[src/rtl/pbsc_pkg.sv]
package pbsc_pkg;

    typedef enum logic [2:0] {
        PS_G3 = 3'd0,
        PS_S0 = 3'd1,
        PS_S3 = 3'd3,
        PS_S4 = 3'd4,
        PS_S5 = 3'd5
    } pwr_state_e;

    localparam logic [1:0] SLP_NONE = 2'b00;
    localparam logic [1:0] SLP_RAM  = 2'b01;
    localparam logic [1:0] SLP_DISK = 2'b10;
    localparam logic [1:0] SLP_OFF  = 2'b11;

endpackage

[src/rtl/pbsc_btn_sense.sv]
module pbsc_btn_sense (
    input  logic clk,
    input  logic rst,
    input  logic btn_n_i,
    output logic fall_o,
    output logic held_o,
    output logic level_o
);
    logic btn_q;

    always_ff @(posedge clk) begin
        if (rst) begin
            btn_q <= 1'b1;
        end else begin
            btn_q <= btn_n_i;
        end
    end

    // sampled every cycle, in every state: a press held across power arrival is no edge
    assign fall_o  = btn_q & ~btn_n_i;
    assign held_o  = ~btn_n_i;
    assign level_o = ~btn_q;

endmodule

[src/rtl/pbsc_hold_timer.sv]
module pbsc_hold_timer #(
    parameter int HOLD_TICKS = 4000,
    localparam int CNT_W = (HOLD_TICKS > 2) ? $clog2(HOLD_TICKS) : 1
) (
    input  logic             clk,
    input  logic             rst,
    input  logic             enable_i,
    input  logic             held_i,
    input  logic             tick_i,
    output logic             hit_o,
    output logic [CNT_W-1:0] cnt_o
);
    localparam logic [CNT_W-1:0] LAST = CNT_W'(HOLD_TICKS - 1);

    logic             fired_q;
    logic [CNT_W-1:0] cnt_q;
    logic             run;

    assign run   = enable_i & held_i & ~fired_q;
    assign hit_o = run & tick_i & (cnt_q == LAST);
    assign cnt_o = cnt_q;

    always_ff @(posedge clk) begin
        if (rst) begin
            cnt_q <= '0;
        end else if (!(enable_i && held_i)) begin
            cnt_q <= '0;
        end else if (run && tick_i) begin
            cnt_q <= (cnt_q == LAST) ? '0 : cnt_q + 1'b1;
        end
    end

    always_ff @(posedge clk) begin
        if (rst) begin
            fired_q <= 1'b0;
        end else if (!held_i) begin
            fired_q <= 1'b0;
        end else if (hit_o) begin
            fired_q <= 1'b1;
        end
    end

endmodule

[src/rtl/pbsc_fsm.sv]
module pbsc_fsm
    import pbsc_pkg::*;
(
    input  logic       clk,
    input  logic       rst,
    input  logic       mains_ok_i,
    input  logic       fall_i,
    input  logic       hit_i,
    input  logic       suppress_i,
    input  logic       sleep_req_i,
    input  logic [1:0] sleep_type_i,
    input  logic       sci_en_i,
    input  logic       btn_en_i,
    output pwr_state_e state_o,
    output logic       irq_o,
    output logic       wake_o,
    output logic       off_o
);
    pwr_state_e state_q, state_d;
    logic       irq_d, wake_d, off_d;

    always_comb begin
        state_d = state_q;
        irq_d   = 1'b0;
        wake_d  = 1'b0;
        off_d   = 1'b0;
        if (!mains_ok_i) begin
            state_d = PS_G3;
        end else begin
            unique case (state_q)
                PS_G3: state_d = PS_S5;
                PS_S0: begin
                    irq_d = fall_i & sci_en_i & btn_en_i;
                    if (hit_i) begin
                        state_d = PS_S5;
                        off_d   = 1'b1;
                    end else if (sleep_req_i) begin
                        unique case (sleep_type_i)
                            SLP_RAM:  state_d = PS_S3;
                            SLP_DISK: state_d = PS_S4;
                            SLP_OFF:  state_d = PS_S5;
                            default:  state_d = PS_S0;
                        endcase
                    end
                end
                PS_S3, PS_S4, PS_S5: begin
                    if (fall_i && !suppress_i) begin
                        state_d = PS_S0;
                        wake_d  = 1'b1;
                    end
                end
                default: state_d = PS_G3;
            endcase
        end
    end

    always_ff @(posedge clk) begin
        if (rst) begin
            state_q <= PS_G3;
        end else begin
            state_q <= state_d;
        end
    end

    always_ff @(posedge clk) begin
        if (rst) begin
            irq_o  <= 1'b0;
            wake_o <= 1'b0;
            off_o  <= 1'b0;
        end else begin
            irq_o  <= irq_d;
            wake_o <= wake_d;
            off_o  <= off_d;
        end
    end

    assign state_o = state_q;

endmodule

[src/rtl/pwrbtn_sleep_ctrl.sv]
module pwrbtn_sleep_ctrl
    import pbsc_pkg::*;
#(
    parameter int HOLD_TICKS = 4000,
    localparam int CNT_W = (HOLD_TICKS > 2) ? $clog2(HOLD_TICKS) : 1
) (
    input  logic       clk,
    input  logic       rst,
    input  logic       btn_n_i,
    input  logic       tick_i,
    input  logic       mains_ok_i,
    input  logic       sleep_req_i,
    input  logic [1:0] sleep_type_i,
    input  logic       sci_en_i,
    input  logic       btn_en_i,
    input  logic       stretch_en_i,
    input  logic       stretch_active_i,
    output logic [2:0] state_o,
    output logic       irq_o,
    output logic       wake_o,
    output logic       force_off_o,
    output logic       btn_level_o
);
    pwr_state_e       cur_state;
    logic             fall, held, hit, suppress, timer_en;
    logic [CNT_W-1:0] hold_cnt;

    assign suppress = stretch_en_i & stretch_active_i;
    assign timer_en = (cur_state == PS_S0) & ~suppress;

    pbsc_btn_sense u_sense (
        .clk     (clk),
        .rst     (rst),
        .btn_n_i (btn_n_i),
        .fall_o  (fall),
        .held_o  (held),
        .level_o (btn_level_o)
    );

    pbsc_hold_timer #(.HOLD_TICKS(HOLD_TICKS)) u_timer (
        .clk      (clk),
        .rst      (rst),
        .enable_i (timer_en),
        .held_i   (held),
        .tick_i   (tick_i),
        .hit_o    (hit),
        .cnt_o    (hold_cnt)
    );

    pbsc_fsm u_fsm (
        .clk          (clk),
        .rst          (rst),
        .mains_ok_i   (mains_ok_i),
        .fall_i       (fall),
        .hit_i        (hit),
        .suppress_i   (suppress),
        .sleep_req_i  (sleep_req_i),
        .sleep_type_i (sleep_type_i),
        .sci_en_i     (sci_en_i),
        .btn_en_i     (btn_en_i),
        .state_o      (cur_state),
        .irq_o        (irq_o),
        .wake_o       (wake_o),
        .off_o        (force_off_o)
    );

    assign state_o = cur_state;

endmodule

[config.mk]
export PLATFORM = sky130hd
export DESIGN_NAME = pwrbtn_sleep_ctrl
export DESIGN_NICKNAME = d
export VERILOG_FILES = /design/src/rtl/pbsc_pkg.sv /design/src/rtl/pbsc_btn_sense.sv /design/src/rtl/pbsc_hold_timer.sv /design/src/rtl/pbsc_fsm.sv /design/src/rtl/pwrbtn_sleep_ctrl.sv
export SDC_FILE = /design/constraint.sdc
export NUM_CORES = 1
export LEC_CHECK = 0
export ABC_CLOCK_PERIOD_IN_PS = 2100
export BUFFER_PORTS_ARGS = -buffer_cell sky130_fd_sc_hd__buf_4
export CAP_MARGIN = 20
export CORE_MARGIN = 5
export CORE_UTILIZATION = 53
export CTS_CLUSTER_DIAMETER = 80
export DETAILED_ROUTE_END_ITERATION = 10
export MAX_ROUTING_LAYER = met4
export PLACE_DENSITY = 0.77
export SLEW_MARGIN = 15
export SYNTH_ARGS = -nofsm -noshare
export SYNTH_HDL_FRONTEND = slang
export SYNTH_SLANG_ARGS = --single-unit
[constraint.sdc]
create_clock -name clk -period 2.1 [get_ports clk]
set_input_delay 0.42 -clock clk [delete_from_list [all_inputs] [get_ports clk]]
set_output_delay 0.42 -clock clk [all_outputs]
set_load 0.1 [all_outputs]
==> metrics.csv, run 1 <==
metric,value,unit
status,"complete, no violations",
cts_hold_buf,0,
grt_max_degree,12,
critPathLaunch,u_fsm.state_o[2],
synth_top_area_share,0.401,
worstPathBufferInverterCount,0,
cp-end-kind,flip-flop,
rsz0062_at_grt,false,
seq_area_frac_synth,0.401,
wire_per_inst,13.5,um
wl_met2,1050,um
skew,10.8,ps
drive_above_1_share,0.250,
synthesis.area,998,um^2
synth_warnings,0,
critPathMaxFanout,9,
grt_pass1_wl,3840,um
synth.distinct_cells,41,
final-hold-violation-count,0,
whs,308,ps
ir_drop,0.000328,V
drt_iter0_markers,25,
crit_path_start_kind,flip-flop,
cellLeakagePower,0.442,nW
critPathMaxStageDelay,560,ps
p_per_area,573,nW/um^2
setup_viol_count_final,0,
multi_input_area,578,um^2
hold_class,in2reg,
cp_num_cells,4,
ctsHtreeMaxLevel,1,
synthFlopType,dfxtp_1,
port_buffers,18,
grt_usage,0.188,
place_congestion,0.797,
avgSynthCellArea,8.76,um^2
yosysTopAreaCell,dfxtp_1,
areaGrowthSynthToFinish,23.2,%
cts_made_buffers,3,
cts_setup_buffers,0,
wl,2220,um
cts_tree,done,
die-area,2850,um^2
vias,962,
clock_path_buffers,2,
clockRootBuffer,clkbuf_4,
cp.arrival,2150,ps
fin_crit_sh,0.909,
ant_nets,0,
max_freq,0.524,GHz
finalSetupTns,0,ps
route.detailed.drc,0,
cpLargestDelayFamily,simple AND/OR/NAND/NOR gates,
max_cap_violations,0,
clk_pin_slew,110,ps
synthTopCellsByArea,"dfxtp_1, a21oi_1, o31ai_1",
slew_violations,0,
period_minus_slack,1910,ps
synth_cells,114,
synth_async_sr_flop_share,0,
nFillCells,162,
cp.required,2340,ps
grt_overflow,0,
worst-r2r-cell-count,4,
insertion_delay,300,ps
die_y,53.4,um
top_layer_used,met4,
rows,15,
r2r_setup_slack,190,ps
worstSetupPathType,reg2reg,
crit_chain,or3b_4 > or4_4 > or3_1 > a21oi_1,
via_per_inst,5.83,
worstMarginPinSlew,419,ps
ios,19,
grt_antenna_before_repair,0,
grt_pass1_vias,864,
seqCellArea,407,um^2
core,1760,um^2
dp_hpwl,1740,um
worstReg2RegEnd,u_timer.cnt_o[8],
ys_ff_latch,20,
die_w,53.4,um
slew_headroom,0.717,
antenna_cells,0,
synth_edf_count,0,
rr_startpoint,u_fsm.state_o[2],
cts_num_sinks,20,
met3WireLength,127,um
endpoint,u_timer.cnt_o[8],
dr.pass1.iters,4,
post_cts_resized,0,
cp_slowest_cell,or4_4,
total_power,704,uW
final_nets,154,
yosys-top-cells-count,"dfxtp_1, a21oi_1, nand2_1, nor2_1",
start_util,0.566,
synth.most_common_cell,dfxtp_1,
met1_length,1000,um
syn_nets,127,
-- cells by family (layout without fill, tap and decap cells) --
family	after synthesis	after routing	synth area share
flip-flops	20	20	0.401
XOR/XNOR	5	5	0.0439
buffers and inverters	5	31	0.0200
AND/OR/NAND/NOR	53	53	0.323
adder cells (fa/ha/maj)	1	1	0.0125
AO/OA/AOI/OAI	30	30	0.199
-- metal layers --
metal / global-route usage / vias to the layer above
met4: 0.0851 / 0
met3: 0.0394 / 5
met1: 0.226 / 442
li1: - / 491
met2: 0.300 / 24
met5: - / -
-- placed cells by master (no fill, tap or decap), types with 2 or more instances in the layout --
cell type  Yosys  layout
buf_4          0      23
dfxtp_1       20      17
nand2_1        8       8
a21oi_1        8       8
nor2_1         8       8
o21ai_0        5       5
or3_1          5       5
o31ai_1        5       5
inv_1          4       4
nand4_1        4       4
xor2_1         4       4
nand3_1        4       4
nor4_1         3       3
clkbuf_4       0       3
nor2b_1        2       2
nor3_1         2       2
nand4b_1       2       2
or4_1          2       2
nand3b_1       2       2
a211oi_1       2       2
o311ai_0       2       2
dfxtp_2        0       2
-- where the power goes --
group / internal [mW] / total, mW / leakage, nW / switching, mW
Sequential: 0.386 / 0.394 / 0.163 / 0.00861
Clock: 0.0740 / 0.184 / 0.0150 / 0.110
Combinational: 0.0477 / 0.126 / 0.264 / 0.0784
-- layout make-up --
cell class              instances  share of cell area
well taps                      25              0.0254
flip-flops and latches         20               0.331
clock buffers                   4              0.0214
inverters                       4              0.0122
repair buffers                 23               0.140
multi-input cells              89               0.470
-- registers in the layout (all words and copies together) (netlist names) --
signal	flops
u_fsm.irq_o	1
u_timer.fired_q	1
u_fsm.state_o	3
u_sense.btn_q	1
u_timer.cnt_o	12
u_fsm.wake_o	1
u_fsm.off_o	1
-- through the flow --
step	setup WS, ps	utilization	cells	instance area (um^2)
after floorplan	69.0	-	114	1000
after global placement	246	0.682	161	1200
after detailed placement	194	0.682	161	1200
after CTS	173	0.697	165	1230
after global routing	70.2	0.697	165	1230
final	191	0.697	165	1230
-- worst min-delay path by stage --
stage                            from                 to  cells past startpoint
finish                        btn_n_i        u_fsm.irq_o                      2
global route                  btn_n_i        u_fsm.irq_o                      2
CTS                           btn_n_i        u_fsm.irq_o                      2
detailed placement  u_timer.cnt_o[10]  u_timer.cnt_o[10]                      2
global placement    u_timer.cnt_o[10]  u_timer.cnt_o[10]                      2
floorplan               u_sense.btn_q        u_fsm.irq_o                      2
Note: power is estimated with default switching activity, not from simulation.
==> run 2, diff against run 1 <==
==> constraint.sdc (replaced) <==
create_clock -name clk -period 2.1 [get_ports clk]
set_input_delay 0.42 -clock clk [delete_from_list [all_inputs] [get_ports clk]]
set_output_delay 0.42 -clock clk [all_outputs]
set_load 0.02 [all_outputs]
==> metrics.csv, run 2 (synthesis results as in run 1) <==
metric,value,unit
status,"complete, no violations",
cts_num_sinks,20,
areaGrowthSynthToFinish,23.6,%
via_per_inst,5.77,
final_core_util,0.699,
setup_viol_count_final,0,
core,1760,um^2
drive_above_1_share,0.236,
layoutNonFillerInstCount,165,
vias,952,
cts_made_buffers,3,
ios,19,
p_per_area,575,nW/um^2
dp.cells,161,
drt_iter0_markers,20,
r2r_setup_slack,160,ps
final_common_cell,buf_4,
fin_crit_sh,0.924,
place_ws,179,ps
post_cts_resized,0,
cp.required,2330,ps
ctsHtreeMaxLevel,1,
grt_overflow,0,
route.detailed.drc,0,
grt_pass1_wl,3840,um
cp.arrival,2170,ps
rr_startpoint,u_fsm.state_o[0],
clock_path_buffers,2,
grt_usage,0.184,
critPathLaunch,u_fsm.state_o[0],
insertion_delay,290,ps
cts_setup_buffers,0,
ir_drop,0.000335,V
most-common-layout-cells,"buf_4, dfxtp_1, nand2_1, a21oi_1, nor2_1",
rows,15,
largest_reg_flops,12,
wire_per_inst,13.9,um
rsz0062_at_grt,false,
ant_nets,0,
antenna_cells,0,
setup_ws,160,ps
final-hold-violation-count,0,
max_freq,0.515,GHz
grt_max_degree,12,
worst-r2r-cell-count,4,
worstReg2RegEnd,u_timer.cnt_o[10],
clockRootBuffer,clkbuf_4,
use_met1,0.238,
wl,2290,um
dr.pass1.iters,4,
dp_hpwl,1820,um
final_nets,154,
critPathMaxFanout,7,
finalSetupTns,0,ps
total_power,709,uW
worstSetupPathType,reg2reg,
slew_violations,0,
max_cap_violations,0,
port_buffers,18,
hold_class,in2reg,
cp-end-kind,flip-flop,
grt_use_met3,0.0366,
cellLeakagePower,0.447,nW
cts_hold_buf,0,
period_minus_slack,1940,ps
die_y,53.4,um
grtUsageMet2,0.282,
die_w,53.4,um
busiest_layer,met2,
crit_path_start_kind,flip-flop,
place_congestion,0.932,
grt_antenna_before_repair,0,
cts_tree,done,
slew_headroom,0.669,
grt_pass1_vias,906,
worstMarginPinSlew,490,ps
endpoint,u_timer.cnt_o[10],
die-area,2850,um^2
clk_pin_slew,110,ps
skew,2.26,ps
start_util,0.566,
==> run 2: cell count changes in the layout (fill, tap and decap cells not counted) <==
cell and delta:
clkbuf_8 +1, dfxtp_1 +3, clkbuf_1 -1, dfxtp_4 -1
dfxtp_2 -2
==> run 2: stage by stage <==
step	hold WS [ps]	cell area, um^2
finish	295	1230
CTS	290	1230
floorplan	457	998
global route	285	1230
detailed placement	486	1200
global placement	472	1200
==> run 2: per-layer routing <==
metal / vias up / wire [um]
met5: - / 0
met4: 0 / 15
met3: 2 / 171
met2: 25 / 1020
met1: 435 / 1090
li1: 490 / -
==> run 2: how the worst min path moves through the flow <==
stage | start | endpoint | slack [ps] | depth (start not counted)
after floorplan | u_sense.btn_q | u_fsm.irq_o | 460 | 2
after global placement | u_timer.cnt_o[9] | u_timer.cnt_o[9] | 470 | 2
after detailed placement | u_timer.cnt_o[9] | u_timer.cnt_o[9] | 490 | 2
after CTS | btn_n_i | u_fsm.irq_o | 290 | 2
after global routing | btn_n_i | u_fsm.irq_o | 290 | 2
final | btn_n_i | u_fsm.irq_o | 300 | 2
==> run 2: cell type report <==
class / instances / area, um^2
tap: 25 / 31.3
fill: 156 / 531
sequential: 20 / 400
multi-input combinational: 89 / 578
clock buffer: 4 / 36.3
inverter: 4 / 15.0
timing repair buffer: 23 / 173
==> run 2: critical path: stages, from the launching register on <==
cell,delay [ps]
dfxtp_1,420
or3b_4,440
or4_4,550
or3_1,320
a21oi_1,140
==> run 2: power breakdown <==
group	switching, mW	total [mW]	internal [mW]
Combinational	0.0471	0.0945	0.0474
Sequential	0.00832	0.393	0.385
Clock	0.116	0.221	0.106
Total	0.171	0.709	0.538
==> run 3, diff against run 2 <==
--- a/config.mk
+++ b/config.mk
@@ -6,14 +6,15 @@
 export NUM_CORES = 1
 export LEC_CHECK = 0
 export ABC_CLOCK_PERIOD_IN_PS = 2100
-export BUFFER_PORTS_ARGS = -buffer_cell sky130_fd_sc_hd__buf_4
 export CAP_MARGIN = 20
 export CORE_MARGIN = 5
-export CORE_UTILIZATION = 53
+export CORE_UTILIZATION = 64
+export CTS_BUF_LIST = sky130_fd_sc_hd__clkbuf_8
 export CTS_CLUSTER_DIAMETER = 80
 export DETAILED_ROUTE_END_ITERATION = 10
+export DONT_BUFFER_PORTS = 1
 export MAX_ROUTING_LAYER = met4
-export PLACE_DENSITY = 0.77
+export PLACE_DENSITY = 0.8
 export SLEW_MARGIN = 15
 export SYNTH_ARGS = -nofsm -noshare
 export SYNTH_HDL_FRONTEND = slang
==> metrics.csv, run 3 (synthesis results as in run 1) <==
metric,value,unit
via_per_inst,6.55,
cts_made_buffers,3,
drive_above_1_share,0.144,
hold_class,in2reg,
die-area,2450,um^2
slew_headroom,0.738,
core,1490,um^2
cp-end-kind,flip-flop,
port_buffers,0,
worstMarginPinSlew,383,ps
dr.pass1.iters,4,
clock_path_buffers,2,
rsz0062_at_grt,false,
ant_nets,0,
wire_per_inst,16.6,um
route.detailed.drc,0,
ir_drop,0.000564,V
period_minus_slack,1820,ps
cp.arrival,2010,ps
cts_num_sinks,20,
drt_iter0_markers,21,
final-hold-violation-count,0,
post_cts_resized,0,
worstSetupPathType,reg2reg,
place_area,1070,um^2
crit_path_start_kind,flip-flop,
critPathMaxStageDelay,570,ps
cts_hold_buf,0,
whs,243,ps
largest_reg_flops,12,
clockRootBuffer,clkbuf_8,
nFillCells,108,
seqCellArea,400,um^2
final_nets,139,
slew_violations,0,
clk_pin_slew,70,ps
antenna_cells,0,
cp_slowest_cell,or4_1,
grt_usage,0.203,
areaGrowthSynthToFinish,13.0,%
grt_pass1_vias,876,
grt_max_degree,12,
max_cap_violations,0,
cts_setup_buffers,0,
cp.required,2290,ps
insertion_delay,250,ps
status,"complete, no violations",
crit_chain,buf_4 > nor3b_2 > nand4_1 > or4_1 > a21oi_1,
rows,14,
finalSetupTns,0,ps
vias,923,
die_w,49.5,um
cellLeakagePower,0.380,nW
most-common-layout-cells,"dfxtp_1, nand2_1, a21oi_1, nor2_1, buf_4",
multi_input_area,578,um^2
start_util,0.671,
final_common_cell,dfxtp_1,
cts_tree,done,
grt_pass1_wl,3870,um
ctsHtreeMaxLevel,1,
max_freq,0.549,GHz
fin_area,1130,um^2
dp_hpwl,1730,um
critPathMaxFanout,9,
place_congestion,0.890,
p_per_area,669,nW/um^2
setup_viol_count_final,0,
skew,2.89,ps
fin_crit_sh,0.867,
die_y,49.5,um
grt_overflow,0,
wl,2340,um
grt_antenna_before_repair,0,
ios,19,
run 3: cell types whose count changed in the layout (fill, tap and decap cells not counted):
cell      before  now
buf_4         23    8
clkbuf_4       3    0
clkbuf_8       1    4
run 3: final timing paths:
path,start,endpoint,slack [ps],cells after the start
max,u_fsm.state_o[2],u_timer.cnt_o[9],280,5
max reg2reg,u_fsm.state_o[2],u_timer.cnt_o[9],280,5
min,rst,u_timer.cnt_o[4],240,1
min reg2reg,u_timer.cnt_o[9],u_timer.cnt_o[9],500,2
run 3: cell type report:
cell class | count | share of cell area
Multi-Input combinational cell | 89 | 0.512
Sequential cell | 20 | 0.355
Timing Repair Buffer | 8 | 0.0532
Clock buffer | 4 | 0.0488
Tap cell | 16 | 0.0177
Inverter | 4 | 0.0133
run 3: power breakdown:
| group | switching, mW | internal (mW) | total, mW |
|---|---|---|---|
| clock network | 0.120 | 0.167 | 0.286 |
| logic | 0.0471 | 0.0334 | 0.0805 |
| registers | 0.00350 | 0.385 | 0.388 |
run 3: metrics by stage:
stage                     cells  setup slack [ps]   util  power [mW]
after global placement      137               327  0.721       0.473
after global routing        141               180  0.758       0.790
after detailed placement    137               282  0.721       0.476
after floorplan             114               142      -       0.451
after CTS                   141               280  0.758       0.757
final                       141               280  0.758       0.755
run 3: per-layer routing:
layer  routed length [um]  share of wire  GRT usage
met2                 1140           0.49      0.343
met5                    0              0          -
met1                  994           0.43      0.236
met3                  142          0.061     0.0392
met4                   63          0.027     0.0742
run 3: critical path, delay by kind of cell (launching register included):
| kind | cells | cell delay, ps |
|---|---|---|
| and+or+nand+nor | 3 | 1120 |
| DFF | 1 | 310 |
| buffers and inverters | 1 | 180 |
| AOI/OAI and AO/OA | 1 | 150 |
